`config.mk`:
```
export PLATFORM = sky130hd
export DESIGN_NAME = pulse_power_sequencer
export DESIGN_NICKNAME = d
export VERILOG_FILES = /design/src/rtl/pulse_seq_pkg.sv /design/src/rtl/pulse_seq_datapath.sv /design/src/rtl/pulse_seq_control.sv /design/src/rtl/pulse_power_sequencer.sv
export SDC_FILE = /design/constraint.sdc
export NUM_CORES = 1
export LEC_CHECK = 0
export BUFFER_PORTS_ARGS = -buffer_cell sky130_fd_sc_hd__buf_2
export CAP_MARGIN = 20
export CELL_PAD_IN_SITES_DETAIL_PLACEMENT = 0
export CELL_PAD_IN_SITES_GLOBAL_PLACEMENT = 1
export CORE_MARGIN = 2
export CORE_UTILIZATION = 35
export CTS_CLUSTER_DIAMETER = 80
export DETAILED_ROUTE_END_ITERATION = 10
export GPL_TIMING_DRIVEN = 0
export PLACE_DENSITY_LB_ADDON = 0.1
export SLEW_MARGIN = 0
export SYNTH_ARGS = -nofsm -noshare
export SYNTH_HDL_FRONTEND = slang
export SYNTH_HIERARCHICAL = 1
export SYNTH_SLANG_ARGS = --single-unit
export TNS_END_PERCENT = 5
```
`constraint.sdc`:
```
create_clock -name clk -period 1.96 [get_ports clk]
set_input_delay 0 -clock clk [delete_from_list [all_inputs] [get_ports clk]]
set_output_delay 0 -clock clk [all_outputs]
set_load 0.01 [all_outputs]
```
`src/rtl/pulse_seq_pkg.sv`:
```
package pulse_seq_pkg;

  typedef enum logic [1:0] {
    ST_OFF,
    ST_RAMP_UP,
    ST_ON,
    ST_RAMP_DOWN
  } seqState_t;

  // Strobes from the sequencing control to the column datapath.
  typedef struct packed {
    logic shiftUp;    // enable one more column
    logic shiftDown;  // release the highest enabled column
    logic clrCnt;     // restart the spacing/settle counter
    logic incCnt;     // advance the spacing/settle counter
  } seqStrobe_t;

endpackage

```
`src/rtl/pulse_seq_datapath.sv`:
```
module pulse_seq_datapath
  import pulse_seq_pkg::*;
#(
  parameter int NUM_COLS = 8,
  parameter int CNT_W    = 8
) (
  input  logic                clk,
  input  logic                rstN,
  input  seqStrobe_t          strobe,
  input  logic [CNT_W-1:0]    upGap,
  input  logic [CNT_W-1:0]    downGap,
  input  logic [CNT_W-1:0]    settleTime,
  output logic [NUM_COLS-1:0] colEnable,
  output logic                upHit,
  output logic                downHit,
  output logic                settleHit,
  output logic                atLastStep,
  output logic                atFirstStep
);

  localparam int IDX_W = $clog2(NUM_COLS + 1);

  logic [CNT_W-1:0] cnt;
  logic [IDX_W-1:0] idx;   // number of columns currently enabled
  logic [NUM_COLS-1:0] colNext;

  always_ff @(posedge clk) begin
    if (!rstN) begin
      cnt <= '0;
    end else if (strobe.clrCnt) begin
      cnt <= '0;
    end else if (strobe.incCnt) begin
      cnt <= cnt + 1'b1;
    end
  end

  always_ff @(posedge clk) begin
    if (!rstN) begin
      idx <= '0;
    end else if (strobe.shiftUp) begin
      idx <= idx + 1'b1;
    end else if (strobe.shiftDown) begin
      idx <= idx - 1'b1;
    end
  end

  generate
    if (NUM_COLS == 1) begin : gSingle
      always_comb begin
        colNext = colEnable;
        if (strobe.shiftUp)   colNext = 1'b1;
        if (strobe.shiftDown) colNext = 1'b0;
      end
    end else begin : gMulti
      always_comb begin
        colNext = colEnable;
        if (strobe.shiftUp)   colNext = {colEnable[NUM_COLS-2:0], 1'b1};
        if (strobe.shiftDown) colNext = {1'b0, colEnable[NUM_COLS-1:1]};
      end
    end
  endgenerate

  always_ff @(posedge clk) begin
    if (!rstN) colEnable <= '0;
    else       colEnable <= colNext;
  end

  assign upHit       = (cnt == upGap);
  assign downHit     = (cnt == downGap);
  assign settleHit   = (cnt == settleTime);
  assign atLastStep  = (idx == IDX_W'(NUM_COLS - 1));
  assign atFirstStep = (idx == IDX_W'(1));

  // the enabled set is always a thermometer code from column 0.
  assert_thermometer_R2: assert property (@(posedge clk) disable iff (!rstN)
    (({1'b0, colEnable} + {{NUM_COLS{1'b0}}, 1'b1}) & {1'b0, colEnable}) == '0);

  // one column at most changes per edge.
  assert_single_step_R8: assert property (@(posedge clk) disable iff (!rstN)
    $countones(colEnable ^ $past(colEnable)) <= 1);

  // the column counter tracks the enabled vector.
  assert_index_match_R2: assert property (@(posedge clk) disable iff (!rstN)
    int'(idx) == $countones(colEnable));

endmodule

```
`src/rtl/pulse_seq_control.sv`:
```
module pulse_seq_control
  import pulse_seq_pkg::*;
(
  input  logic       clk,
  input  logic       rstN,
  input  logic       pulseReq,
  input  logic       upHit,
  input  logic       downHit,
  input  logic       settleHit,
  input  logic       atLastStep,
  input  logic       atFirstStep,
  output seqStrobe_t strobe,
  output seqState_t  state,
  output logic       ready
);

  seqState_t nextState;

  always_comb begin
    strobe    = '0;
    nextState = state;
    unique case (state)
      ST_OFF: begin
        if (pulseReq) begin
          strobe.shiftUp = 1'b1;
          strobe.clrCnt  = 1'b1;
          nextState      = atLastStep ? ST_ON : ST_RAMP_UP;
        end
      end
      ST_RAMP_UP: begin
        if (!pulseReq) begin
          strobe.shiftDown = 1'b1;
          strobe.clrCnt    = 1'b1;
          nextState        = atFirstStep ? ST_OFF : ST_RAMP_DOWN;
        end else if (upHit) begin
          strobe.shiftUp = 1'b1;
          strobe.clrCnt  = 1'b1;
          nextState      = atLastStep ? ST_ON : ST_RAMP_UP;
        end else begin
          strobe.incCnt = 1'b1;
        end
      end
      ST_ON: begin
        if (!pulseReq) begin
          strobe.shiftDown = 1'b1;
          strobe.clrCnt    = 1'b1;
          nextState        = atFirstStep ? ST_OFF : ST_RAMP_DOWN;
        end else if (!settleHit) begin
          strobe.incCnt = 1'b1;
        end
      end
      ST_RAMP_DOWN: begin
        if (downHit) begin
          strobe.shiftDown = 1'b1;
          strobe.clrCnt    = 1'b1;
          nextState        = atFirstStep ? ST_OFF : ST_RAMP_DOWN;
        end else begin
          strobe.incCnt = 1'b1;
        end
      end
      default: nextState = ST_OFF;
    endcase
  end

  always_ff @(posedge clk) begin
    if (!rstN) state <= ST_OFF;
    else       state <= nextState;
  end

  assign ready = (state == ST_ON) && settleHit;

  // a withdrawn request during power-up turns the ramp round at once.
  assert_reverse_on_drop_R5: assert property (@(posedge clk) disable iff (!rstN)
    (state == ST_RAMP_UP && !pulseReq) |=> (state == ST_RAMP_DOWN || state == ST_OFF));

  // power-down is never cut short by a new request.
  assert_down_completes_R6: assert property (@(posedge clk) disable iff (!rstN)
    (state == ST_RAMP_DOWN && pulseReq) |=> (state == ST_RAMP_DOWN || state == ST_OFF));

endmodule

```
`src/rtl/pulse_power_sequencer.sv`:
```
module pulse_power_sequencer
  import pulse_seq_pkg::*;
#(
  parameter int NUM_COLS = 8,
  parameter int CNT_W    = 8
) (
  input  logic                clk,
  input  logic                rstN,
  input  logic                pulseReq,
  input  logic                fullCut,
  input  logic [CNT_W-1:0]    upGap,
  input  logic [CNT_W-1:0]    downGap,
  input  logic [CNT_W-1:0]    settleTime,
  output logic [NUM_COLS-1:0] colEnable,
  output logic [NUM_COLS-1:0] colPowerOff,
  output logic                ready
);

  seqStrobe_t strobe;
  seqState_t  state;
  logic upHit, downHit, settleHit, atLastStep, atFirstStep;

  pulse_seq_control uCtrl (
    .clk         (clk),
    .rstN        (rstN),
    .pulseReq    (pulseReq),
    .upHit       (upHit),
    .downHit     (downHit),
    .settleHit   (settleHit),
    .atLastStep  (atLastStep),
    .atFirstStep (atFirstStep),
    .strobe      (strobe),
    .state       (state),
    .ready       (ready)
  );

  pulse_seq_datapath #(
    .NUM_COLS (NUM_COLS),
    .CNT_W    (CNT_W)
  ) uPath (
    .clk         (clk),
    .rstN        (rstN),
    .strobe      (strobe),
    .upGap       (upGap),
    .downGap     (downGap),
    .settleTime  (settleTime),
    .colEnable   (colEnable),
    .upHit       (upHit),
    .downHit     (downHit),
    .settleHit   (settleHit),
    .atLastStep  (atLastStep),
    .atFirstStep (atFirstStep)
  );

  assign colPowerOff = ~colEnable & {NUM_COLS{fullCut}};

  // ready only with the full column set on.
  assert_ready_full_R4: assert property (@(posedge clk) disable iff (!rstN)
    ready |-> (&colEnable));

  // the idle state holds every column released.
  assert_off_empty_R3: assert property (@(posedge clk) disable iff (!rstN)
    (state == ST_OFF) |-> (colEnable == '0));

  // during power-down no column is newly enabled.
  assert_down_no_growth_R3: assert property (@(posedge clk) disable iff (!rstN)
    ($past(state) == ST_RAMP_DOWN) |-> ((colEnable & ~$past(colEnable)) == '0));

endmodule

```
; Word level (Yosys, flattened, before mapping)
; Cells that the tools add are included.
[totals]
ff_bits = 22
inputBits = 28
output_inout_bits = 17
wordCells = 57
[op_classes]
n_addsub = 3
n_eq_ne = 12
n_mux = 28
bitwise_logic = 3
n_reduce_logical = 6
[ops]
columns = cell, n
row1 = 8-bit equality test, 3
row2 = 2-bit two-way mux, 9
row3 = 7-bit two-way mux, 2
row4 = 1-bit two-way mux, 10
row5 = 8-bit by 1-bit adder with 8-bit output (second input constant), 1
row6 = 8-bit bitwise AND, 1
row7 = 4-bit two-way mux, 2
row8 = 8-bit inverter, 1
row9 = 2-bit one-hot mux with 4 select lines, 1
row10 = 2-bit != test (second input constant), 3
row11 = 1-bit one-hot mux with 3 select lines, 2
row12 = 4-bit by 1-bit adder with 4-bit output (second input constant), 1
row13 = 2-bit equality test (second input constant), 2
row14 = 4-bit by 1-bit equality test with 1-bit output (second input constant), 1
row15 = 4-bit by 3-bit equality test with 1-bit output (second input constant), 1
row16 = 1-bit one-hot mux with 4 select lines, 1
row17 = 4-bit AND reduction, 1
row18 = 2-bit OR reduction, 2
row19 = 4-bit by 1-bit subtractor with 4-bit output (second input constant), 1
row20 = 3-bit by 2-bit != test with 1-bit output (second input constant), 1
row21 = 2-bit by 1-bit equality test with 1-bit output (second input constant), 1
row22 = 2-bit zero test, 1
row23 = 1-bit one-hot mux with 2 select lines, 1
row24 = 2-bit nonzero test, 1
row25 = 2 further kinds, 2

; Longest topological paths before layout
; Gate-level depths: netlist (run 1).
[logic_depth]
word_depth = 6
mapped_depth = 11

; Cells and area by module
; The synthesis (run 1) kept the hierarchy.
[by_module_without_submodules]
columns = module, instances, cells_each, area_per_inst_um2, seq_area_each_um2
row1 = pulse_seq_datapath, 1, 144, 1285.0, 400.4
row2 = pulse_seq_control, 1, 43, 326.6, 40.0
row3 = pulse_power_sequencer, 1, 8, 50.0, 0.0

; Worst setup path after synthesis (run 1)
; OpenSTA, ideal clock, no wires.
[synth_path]
kind = register -> register
from = reg uPath.cnt[6]
to = reg uPath.colEnable[4]
setup_ps = 128
arrival_time_ps = 1994
required_time_ps = 1832
path_slack_ps = -162
stages_incl_launch_ff = 11
synth_period_minus_slack_ps = 2122
cell_sequence = dfxtp_1 -> clkbuf_1 -> xnor2_1 -> nand4_1 -> nor2_1 -> a21oi_1 -> nor2_1 -> buf_2 -> mux2_2 -> mux2i_1 -> nor2_1
[synth_lines]
columns = element, line
row1 = from (decl), pulse_seq_datapath.sv:23  ; logic [CNT_W-1:0] cnt;
row2 = from (signal assigned), pulse_seq_datapath.sv:33  ; cnt <= cnt + 1'b1;
row3 = to (signal assigned), pulse_seq_datapath.sv:65  ; else colEnable <= colNext;
row4 = to (decl), pulse_seq_datapath.sv:13  ; output logic [NUM_COLS-1:0] colEnable,

==> results of run 1 <==
[power groups by stage]
stage / sequential, mW / combinational, mW / clock, mW
2_1_floorplan: 0.583 / 0.648 / 0
3_3_place_gp: 0.594 / 0.851 / 0
3_5_place_dp: 0.595 / 0.840 / 0
4_1_cts: 0.586 / 0.962 / 0.446
5_1_grt: 0.612 / 1.11 / 0.464
6_report: 0.603 / 0.991 / 0.430
[repair_timing]
item,CTS,global route
pin swaps,13,11
setup endpoints to repair,21,21
gates resized for setup,26,19
buffers inserted,6,6
[through the flow]
stage               setup slack (ns)  total power, mW
floorplan                    0.01129            1.231
global placement             -0.3605            1.445
detailed placement           -0.3712            1.435
CTS                         -0.06120            1.994
global route                 -0.1727            2.191
finish                      -0.07609            2.024
[registers in the layout (all words and copies together) (netlist names)]
register,cells
uPath/idx,4
uPath/colEnable,8
uCtrl/state,2
uPath/cnt,8
[worst min-delay path by stage]
stage,start,depth (start not counted),to
detailed placement,rstN,3,uPath/colEnable[0]
finish,rstN,3,uCtrl/state[0]
global placement,rstN,3,uCtrl/state[0]
global route,rstN,3,uCtrl/state[0]
CTS,rstN,3,uPath/colEnable[0]
floorplan,fullCut,1,colPowerOff[0]
[final cells by class]
cell class	instances	area (um2)
Timing Repair Buffer	55	309.0
Clock inverter	1	30.03
Inverter	9	33.78
Sequential cell	22	459.2
Multi-Input combinational cell	151	1207
Tap cell	54	67.56
Buffer	8	78.83
Fill cell	480	2434
Clock buffer	3	41.29
[layer usage]
metal	global-route usage (%)	vias up
li1	-	765
met1	22.33	668
met2	24.14	32
met3	3.315	2
met4	4.321	0
met5	0	-
[cells by family after synthesis]
family / after synthesis / synth area share [%]
multiplexers: 16 / 10.09
buffers and inverters: 22 / 7.680
flip-flops: 22 / 26.51
AND/OR/NAND/NOR: 70 / 23.04
adder cells (fa/ha/maj): 10 / 7.530
AO/OA/AOI/OAI: 26 / 9.864
XOR/XNOR: 29 / 15.29
[synthesized netlist by cell type (4+ instances only)]
library cell	instances	area, um2
xnor2_1	26	227.7
dfxtp_1	22	440.4
nor2_1	21	78.83
a21oi_1	13	65.06
ha_1	10	125.1
mux2i_1	10	100.1
nor2b_1	10	62.56
inv_1	9	33.78
nand4_1	8	50.05
nand2_1	7	26.28
mux2_2	6	67.56
nand2b_1	5	31.28
nor3_1	5	25.02
o21ai_0	5	25.02
buf_6	4	45.04
[worst max-delay path, cell delays in order, from the launching register on]
cell	delay (ns)
dfxtp_2	0.32
buf_6	0.12
xnor2_2	0.12
nand4_1	0.15
nor2_4	0.07
mux2i_1	0.13
nand3_1	0.11
a21oi_2	0.17
buf_6	0.13
nand3_4	0.07
or4_4	0.43
a21oi_2	0.14
==> impl_metrics.toml, run 1 <==
[placement]
postPlaceCellArea_mm2 = 0.001951
dp_cells = 292
io_buffers = 43
hpwl_um = 2735
place.gp.congestion = 0.7554

[sta]
finalMaxSlewViolations = 0
max_freq_mhz = 491.1
slew_headroom_pct = 69.51
timing.setup.tns_ns = -0.09636
holdWs_ns = 0.04468
finalCritPeriodShare_pct = 103.9
setup_viol = 2
tightest_slew_ns = 0.4574
finClkSkew_ns = 0.002853
layout_setup_ws_ns = -0.07609
layout_min_cycle_time_ns = 2.036
hold_violations = 0
grt_setup_unrepaired = "true"

[clock_tree]
h-tree-depth = 1
numClockSinks = 22
clockRootBuffer = "clkbuf_8"
cts_tree = "done"
ctsHoldBuffers = 0
cts_buffers = 3
clk_latency_ns = 0.26
clockBufferDepth = 2
clk_pin_slew_ns = 0.08

[finish]
final_core_util_pct = 47.79
fin_area_mm2 = 0.002227
fin_cells = 303
nNetsFinal = 288
area_delta_synth_final_pct = 34.04
diodes = 0
drive_above_1_share_pct = 41.37
layout_common_cells = "43 x buf_2, 23 x xnor2_1, 17 x nor2_1, 13 x dfxtp_1, 12 x buf_4"
layout_commonest_cell = "buf_2"

[pwr]
switching_share_pct = 36.81
worst_ir_drop_vdd_v = 0.0004606
leakage_nw = 0.8893
seqPwrFrac_pct = 29.8
p_comb_share_pct = 49.0
powerDensity_mw_per_mm2 = 909.0
p_switching_mw = 0.7451
p_int_mw = 1.279
clock_power_share_pct = 21.2

[global_route]
antenna_found_initial = 0
grt_pass1_vias = 1424
grt_overflow = 0
grt_pass1_wl_um = 6589
grt_max_degree = 14
grt_usage_pct = 15.75

[drt]
wl_met1_um = 1969
routed.top_layer = "met4"
ant_nets = 0
drc = 0
wl_met3_um = 161
wl_met2_um = 1709
dr.first_iter.drc_count = 37
num_vias = 1467
firstDrtPassIters = 4
drt-wirelength-per-cell_um = 12.77
drt_wl_total_um = 3869
vias_per_cell = 4.842

[floorplanning]
fp.dieW_um = 72.90
core_area_mm2 = 0.004661
placement_rows = 25
start_util_pct = 35.65
io_pins = 45
die_y_um = 72.90
dieArea_mm2 = 0.005314

[synthesis]
synth_cell_types = 38
postSynthNetCount = 233
synth_top_flop_cell = "dfxtp_1"
synth_seq_cells = 22
syn_area_mm2 = 0.001662
yosys_warnings = 6
synth-edff-count = 0
syn_inst = 195
yosysSeqAreaShare_pct = 26.51
avgSynthCellArea_um2 = 8.521
async_reset_ff_share_pct = 0

[outcome]
violations = "setup timing"
status = "finished with violations"

[hold_path]
holdCritPathClass = "input port to register"

[setup_path]
crit_type = "register to register"
r2r_end = "uPath/cnt[7]"
crit_path_end_kind = "register"
endpoint = "uPath/cnt[7]"
crit_start = "uPath/cnt[2]"
critPathRequiredTime_ns = 2.16
cp_max_fo = 5
rr_startpoint = "uPath/cnt[2]"
crit_arrival_ns = 2.23
worst-r2r-setup-slack_ns = -0.08
start_kind = "register"
r2r.worst_path.cells = 11

[flow_run]
cap_violations = 0
Power figures use the tool's default switching activity.
==> inputs of run 2 (changes only) <==
--- a/config.mk
+++ b/config.mk
@@ -10,7 +10,7 @@
 export CELL_PAD_IN_SITES_DETAIL_PLACEMENT = 0
 export CELL_PAD_IN_SITES_GLOBAL_PLACEMENT = 1
 export CORE_MARGIN = 2
-export CORE_UTILIZATION = 35
+export CORE_UTILIZATION = 36
 export CTS_CLUSTER_DIAMETER = 80
 export DETAILED_ROUTE_END_ITERATION = 10
 export GPL_TIMING_DRIVEN = 0
@@ -18,6 +18,5 @@
 export SLEW_MARGIN = 0
 export SYNTH_ARGS = -nofsm -noshare
 export SYNTH_HDL_FRONTEND = slang
-export SYNTH_HIERARCHICAL = 1
 export SYNTH_SLANG_ARGS = --single-unit
 export TNS_END_PERCENT = 5
==> run 2 against run 1 <==
The flow now finishes without violations. Synthesized cell count increased by 7.2%. Clock-buffer cell count increased by 1. Register-to-register slack improved by 0.12 ns. Sequential share of layout area decreased by 2.2 points. Combinational power increased by 24%. Design area increased by 9.5%. Worst hold slack got worse by 0.0097 ns. Setup slack improved by 0.12 ns. Final cell count increased by 12%. Fmax increased by 6.2%. Die area increased by 8.4%. Power increased by 11%. Critical endpoint is now uPath.idx[3]. Largest power group unchanged. Highest routed layer unchanged.
==> impl_metrics.toml, run 2 <==
[setup_path]
crit_arrival_ns = 2.12
r2r.worst_path.cells = 7
cp_max_fo = 6
r2r_end = "uPath.idx[3]"
crit_family = "simple AND/OR/NAND/NOR gates"
slowest_stage = "or4_4"
worst-r2r-setup-slack_ns = 0.04
critPathRequiredTime_ns = 2.16
crit_type = "register to register"
crit_path_end_kind = "register"
path_cells = "buf_6 -> xnor2_4 -> nand4_4 -> o31a_1 -> or4_4 -> o21ai_2 -> mux2i_1"
rr_startpoint = "uPath.cnt[5]"
critPathBufInv = 1
critPathMaxStageDelay_ns = 0.42
start_kind = "register"

[finish]
nNetsFinal = 306
drive_above_1_share_pct = 37.69
final_core_util_pct = 48.36
regArea_um2 = 449.2
layout_commonest_cell = "buf_2"
diodes = 0
nFillCells = 491
multi_input_area_mm2 = 0.001383
area_delta_synth_final_pct = 30.98
fin_cells = 338
layout_common_cells = "43 x buf_2, 20 x xnor2_1, 17 x dfxtp_1, 16 x buf_4, 15 x nor2_1"
top_regs = "uPath.cnt: 8 flops, uPath.colEnable: 8 flops, uPath.idx: 4 flops"

[global_route]
grt_overflow = 0
grt_pass1_wl_um = 7472
grt_pass1_vias = 1580
grt_usage_pct = 15.52
grt_max_degree = 13
antenna_found_initial = 0

[placement]
io_buffers = 43
hpwl_um = 3252
place.gp.congestion = 0.7889
dp_cells = 322

[drt]
drt-wirelength-per-cell_um = 13.29
ant_nets = 0
num_vias = 1620
drt_wl_total_um = 4491
vias_per_cell = 4.793
dr.first_iter.drc_count = 52
drc = 0
firstDrtPassIters = 4

[clock_tree]
clockRootBuffer = "clkbuf_8"
clk_pin_slew_ns = 0.09
ctsHoldBuffers = 0
clockBufferDepth = 2
clk_latency_ns = 0.26
h-tree-depth = 1
cts_buffers = 3
cts_tree = "done"
numClockSinks = 22

[sta]
finalMaxSlewViolations = 0
finalCritPeriodShare_pct = 97.80
finClkSkew_ns = 0.007810
timing.setup.tns_ns = 0
setup_viol = 0
slew_headroom_pct = 71.87
holdWs_ns = 0.03496
max_freq_mhz = 521.7
hold_violations = 0
grt_setup_unrepaired = "true"
layout_min_cycle_time_ns = 1.917
tightest_slew_ns = 0.4209

[hold_path]
min_from = "rstN"
whs_path_depth = 3
min_to = "uPath.idx[2]"
holdCritPathClass = "input port to register"

[pwr]
worst_ir_drop_vdd_v = 0.0004791
powerDensity_mw_per_mm2 = 920.2
leakage_nw = 0.9379
p_comb_share_pct = 54.8
p_total_mw = 2.244
seqPwrFrac_pct = 30.4
p_int_mw = 1.307
clock_power_share_pct = 14.8
p_switching_mw = 0.9370
switching_share_pct = 41.76

[synthesis]
yosys_warnings = 0
yosys-top-cells-area = "dfxtp_1 24%, xnor2_1 11%, ha_1 6.0%"
yosysTopAreaCellShare_pct = 23.66
synth_cell_types = 41
ys_top_cells_by_count = "24 x xnor2_1, 22 x dfxtp_1, 15 x nor2_1, 13 x inv_1"
synth_seq_cells = 22
async_reset_ff_share_pct = 0
syn_inst = 209
synth-edff-count = 0
yosysSeqAreaShare_pct = 23.66
avgSynthCellArea_um2 = 8.908
synth_most_common_cell = "xnor2_1"
yosysTopAreaCell = "dfxtp_1"
syn_area_mm2 = 0.001862
synth_top_flop_cell = "dfxtp_1"
postSynthNetCount = 246

[flow_run]
cap_violations = 0

[floorplanning]
placement_rows = 26
core_area_mm2 = 0.005042
start_util_pct = 36.92
dieArea_mm2 = 0.005763
fp.dieW_um = 75.92
io_pins = 45
die_y_um = 75.92

[outcome]
status = "complete, no violations"
run 2: cell types whose count changed after synthesis, sizes merged, moves of 5 or more:
| cell | change |
|---|---|
| o21ai | +6 |
| o31ai | +5 |
| nor2 | -7 |
| o22ai | +6 |
run 2: area by class of cell:
cell class	count	area share [%]
buffer	11	3.899
clock buffer	4	2.258
inverter	13	2.001
multi-input combinational	161	56.70
sequential	22	18.42
tap	70	3.592
timing repair buffer	57	13.13
run 2: layer usage:
metal	vias up	share of wire (%)	GRT usage (%)
met1	739	48	20.19
met5	-	0	0
met4	0	0.42	3.818
met2	35	46	26.34
li1	844	-	-
met3	2	5.2	3.214
run 2: worst max path at each step:
stage,start,end,slack (ns),cells past startpoint
3_3_place_gp,uPath.cnt[7],uPath.cnt[6],-0.26,6
6_report,uPath.cnt[5],uPath.idx[3],0.04,7
3_5_place_dp,uPath.cnt[7],uPath.cnt[6],-0.26,6
4_1_cts,uPath.cnt[3],uPath.idx[3],-0.06,8
5_1_grt,uPath.cnt[0],uPath.idx[3],-0.04,7
2_1_floorplan,uCtrl.state[0],uPath.idx[3],0.03,9
run 2: kinds of logic (layout without fill, tap and decap cells):
| logic type | Yosys count | count (layout) | share of synthesized area (%) |
|---|---|---|---|
| buffers and inverters | 26 | 85 | 8.333 |
| xor gates and xnor gates | 30 | 30 | 18.95 |
| AOI/OAI and AO/OA | 44 | 44 | 15.99 |
| muxes | 13 | 13 | 7.124 |
| and+or+nand+nor | 65 | 65 | 19.89 |
| DFF | 22 | 22 | 23.66 |
| adders and majority gates | 9 | 9 | 6.048 |
run 2: worst min-delay path, delay by kind of cell:
family,cells,cell delay (ns)
buf+inv,1,0.14
simple gates,1,0.07
mux,1,0.05
run 2: timing repair:
item / 4_1_cts / 5_1_grt
endpoints found under the setup margin: 21 / 17
buffers inserted: 9 / 5
gates resized for setup: 13 / 17
pin swaps: 12 / 5
cloned: 0 / 0
run 2: stage by stage:
stage	setup WS [ns]	cell area, um2
after global routing	-0.04155	2439
after floorplan	0.02852	1864
final	0.04308	2439
after detailed placement	-0.2576	2167
after CTS	-0.06125	2326
after global placement	-0.2555	2167
run 2: power by group through the flow:
stage	registers, mW	clock network, mW	logic [mW]
global route	0.703	0.370	1.35
floorplan	0.680	0	0.784
detailed placement	0.682	0	1.08
CTS	0.681	0.350	1.19
finish	0.683	0.333	1.23
global placement	0.681	0	1.09
==> inputs of run 3 (changes only) <==
--- a/config.mk
+++ b/config.mk
@@ -9,9 +9,10 @@
 export CAP_MARGIN = 20
 export CELL_PAD_IN_SITES_DETAIL_PLACEMENT = 0
 export CELL_PAD_IN_SITES_GLOBAL_PLACEMENT = 1
-export CORE_MARGIN = 2
+export CORE_MARGIN = 4
 export CORE_UTILIZATION = 36
 export CTS_CLUSTER_DIAMETER = 80
+export CTS_CLUSTER_SIZE = 28
 export DETAILED_ROUTE_END_ITERATION = 10
 export GPL_TIMING_DRIVEN = 0
 export PLACE_DENSITY_LB_ADDON = 0.1
==> run 3 against run 2 <==
Clock power is 33% higher. Clock skew is 0.0033 ns lower. Sequential power is 0.7% lower. Critical path depth is 1 higher. Global-route usage is 1.4 points lower. Fmax is 1.7% lower. Worst hold slack better by 0.0034 ns. First-iteration DRC count is 46% higher. Sequential cell count stayed put. Setup slack worse by 0.033 ns. Clock-buffer cell count is 1 lower. Design area is 1.1% higher. Highest routed layer unchanged.
==> impl_metrics.toml, run 3 (same netlist as run 2, synthesis figures left out) <==
[outcome]
status = "complete, no violations"

[floorplanning]
placement_rows = 25
die_y_um = 79.92
io_pins = 45
core_area_mm2 = 0.004880
start_util_pct = 38.15
dieArea_mm2 = 0.006386
fp.dieW_um = 79.92

[clock_tree]
clk_pin_slew_ns = 0.09
cts_tree = "done"
numClockSinks = 22
h-tree-depth = 1
cts_buffers = 3
ctsHoldBuffers = 0
clockRootBuffer = "clkbuf_8"
clockBufferDepth = 2
clk_latency_ns = 0.27

[setup_path]
critPathRequiredTime_ns = 2.12
crit_path_end_kind = "register"
critPathBufInv = 2
critPathMaxStageDelay_ns = 0.42
crit_family = "simple AND/OR/NAND/NOR gates"
start_kind = "register"
slowest_stage = "or3_4"
cp_max_fo = 6
path_cells = "buf_6 -> buf_4 -> xnor2_2 -> nand3_2 -> or3_4 -> nand2b_1 -> o22ai_1 -> mux2_1"
crit_type = "register to register"
crit_arrival_ns = 2.11

[drt]
ant_nets = 0
drc = 0
vias_per_cell = 4.772
drt_wl_total_um = 4440
firstDrtPassIters = 4
num_vias = 1608
drt-wirelength-per-cell_um = 13.18
dr.first_iter.drc_count = 76

[placement]
place_ws_ns = -0.2384
place.gp.congestion = 0.7606
io_buffers = 43
postPlaceCellArea_mm2 = 0.002163
hpwl_um = 3273

[global_route]
antenna_found_initial = 0
grt_pass1_wl_um = 7162
grt_usage_pct = 14.07
grt_max_degree = 14
grt_pass1_vias = 1478
grt_overflow = 0

[finish]
drive_above_1_share_pct = 38.52
nNetsFinal = 308
diodes = 0
layout_common_cells = "43 x buf_2, 20 x xnor2_1, 18 x buf_4, 16 x dfxtp_1, 15 x nor2_1"
area_delta_synth_final_pct = 32.46
fin_area_mm2 = 0.002466
top_regs = "uPath.cnt: 8 flops, uPath.colEnable: 8 flops, uPath.idx: 4 flops"
layout_commonest_cell = "buf_2"

[sta]
hold_violations = 0
finalCritPeriodShare_pct = 99.51
finalMaxSlewViolations = 0
slew_headroom_pct = 72.45
grt_setup_unrepaired = "true"
finClkSkew_ns = 0.004539
timing.setup.tns_ns = 0
layout_min_cycle_time_ns = 1.950
tightest_slew_ns = 0.4132
layout_setup_ws_ns = 0.009648
setup_viol = 0
max_freq_mhz = 512.7

[pwr]
powerDensity_mw_per_mm2 = 947.1
worst_ir_drop_vdd_v = 0.0005670
p_total_mw = 2.336
leakage_nw = 0.9611

[hold_path]
holdCritPathClass = "input port to register"

[flow_run]
cap_violations = 0
## run 3: layout make-up
type / instances / area, um2
clock inverter: 1 / 30.03
timing repair buffer: 59 / 335.3
multi-input combinational: 161 / 1381
inverter: 13 / 48.80
buffer: 11 / 95.09
clock buffer: 3 / 41.29
sequential: 22 / 450.4
tap: 67 / 83.83
fill: 486 / 2414
## run 3: metal layers
layer / global-route usage [%] / vias up / part of all wire, %
met3: 1.693 / 2 / 3.8
met5: 0 / - / 0
li1: - / 848 / -
met1: 21.39 / 728 / 51
met2: 20.45 / 30 / 44
met4: 4.054 / 0 / 0.56
## run 3: path summary, 6_finish.rpt
check | startpoint | to | slack, ns | cells after the start
setup / recovery | uPath.cnt[3] | uPath.cnt[7] | 0.01 | 8
setup reg to reg | uPath.cnt[3] | uPath.cnt[7] | 0.01 | 8
hold reg to reg | uPath.colEnable[0] | uPath.colEnable[0] | 0.48 | 2
hold / removal | rstN | uPath.idx[2] | 0.04 | 3
## run 3: timing repair
item,in CTS,in global routing
endpoints found under the setup margin,21,20
buffers inserted,10,6
gates resized for setup,20,12
pin swaps,12,7
gates cloned,0,0
## run 3: report_power, final
part	internal, mW	total (mW)	switching, mW
Sequential	0.558	0.678	0.120
Clock	0.273	0.443	0.170
Combinational	0.563	1.21	0.651
Total	1.39	2.34	0.942
## run 3: tightest hold or removal path, cell delays in order
cell	delay [ns]
buf_2	0.14
nand2_1	0.07
mux2i_1	0.06
## run 3: metrics by stage
stage          hold WS, ns  cells  utilization (%)
6_report           0.03834    337            50.54
3_3_place_gp        0.3203    319            44.33
4_1_cts            0.02659    332            48.56
3_5_place_dp        0.3249    319            44.33
5_1_grt            0.03368    337            50.54
2_1_floorplan       0.1371    209                -
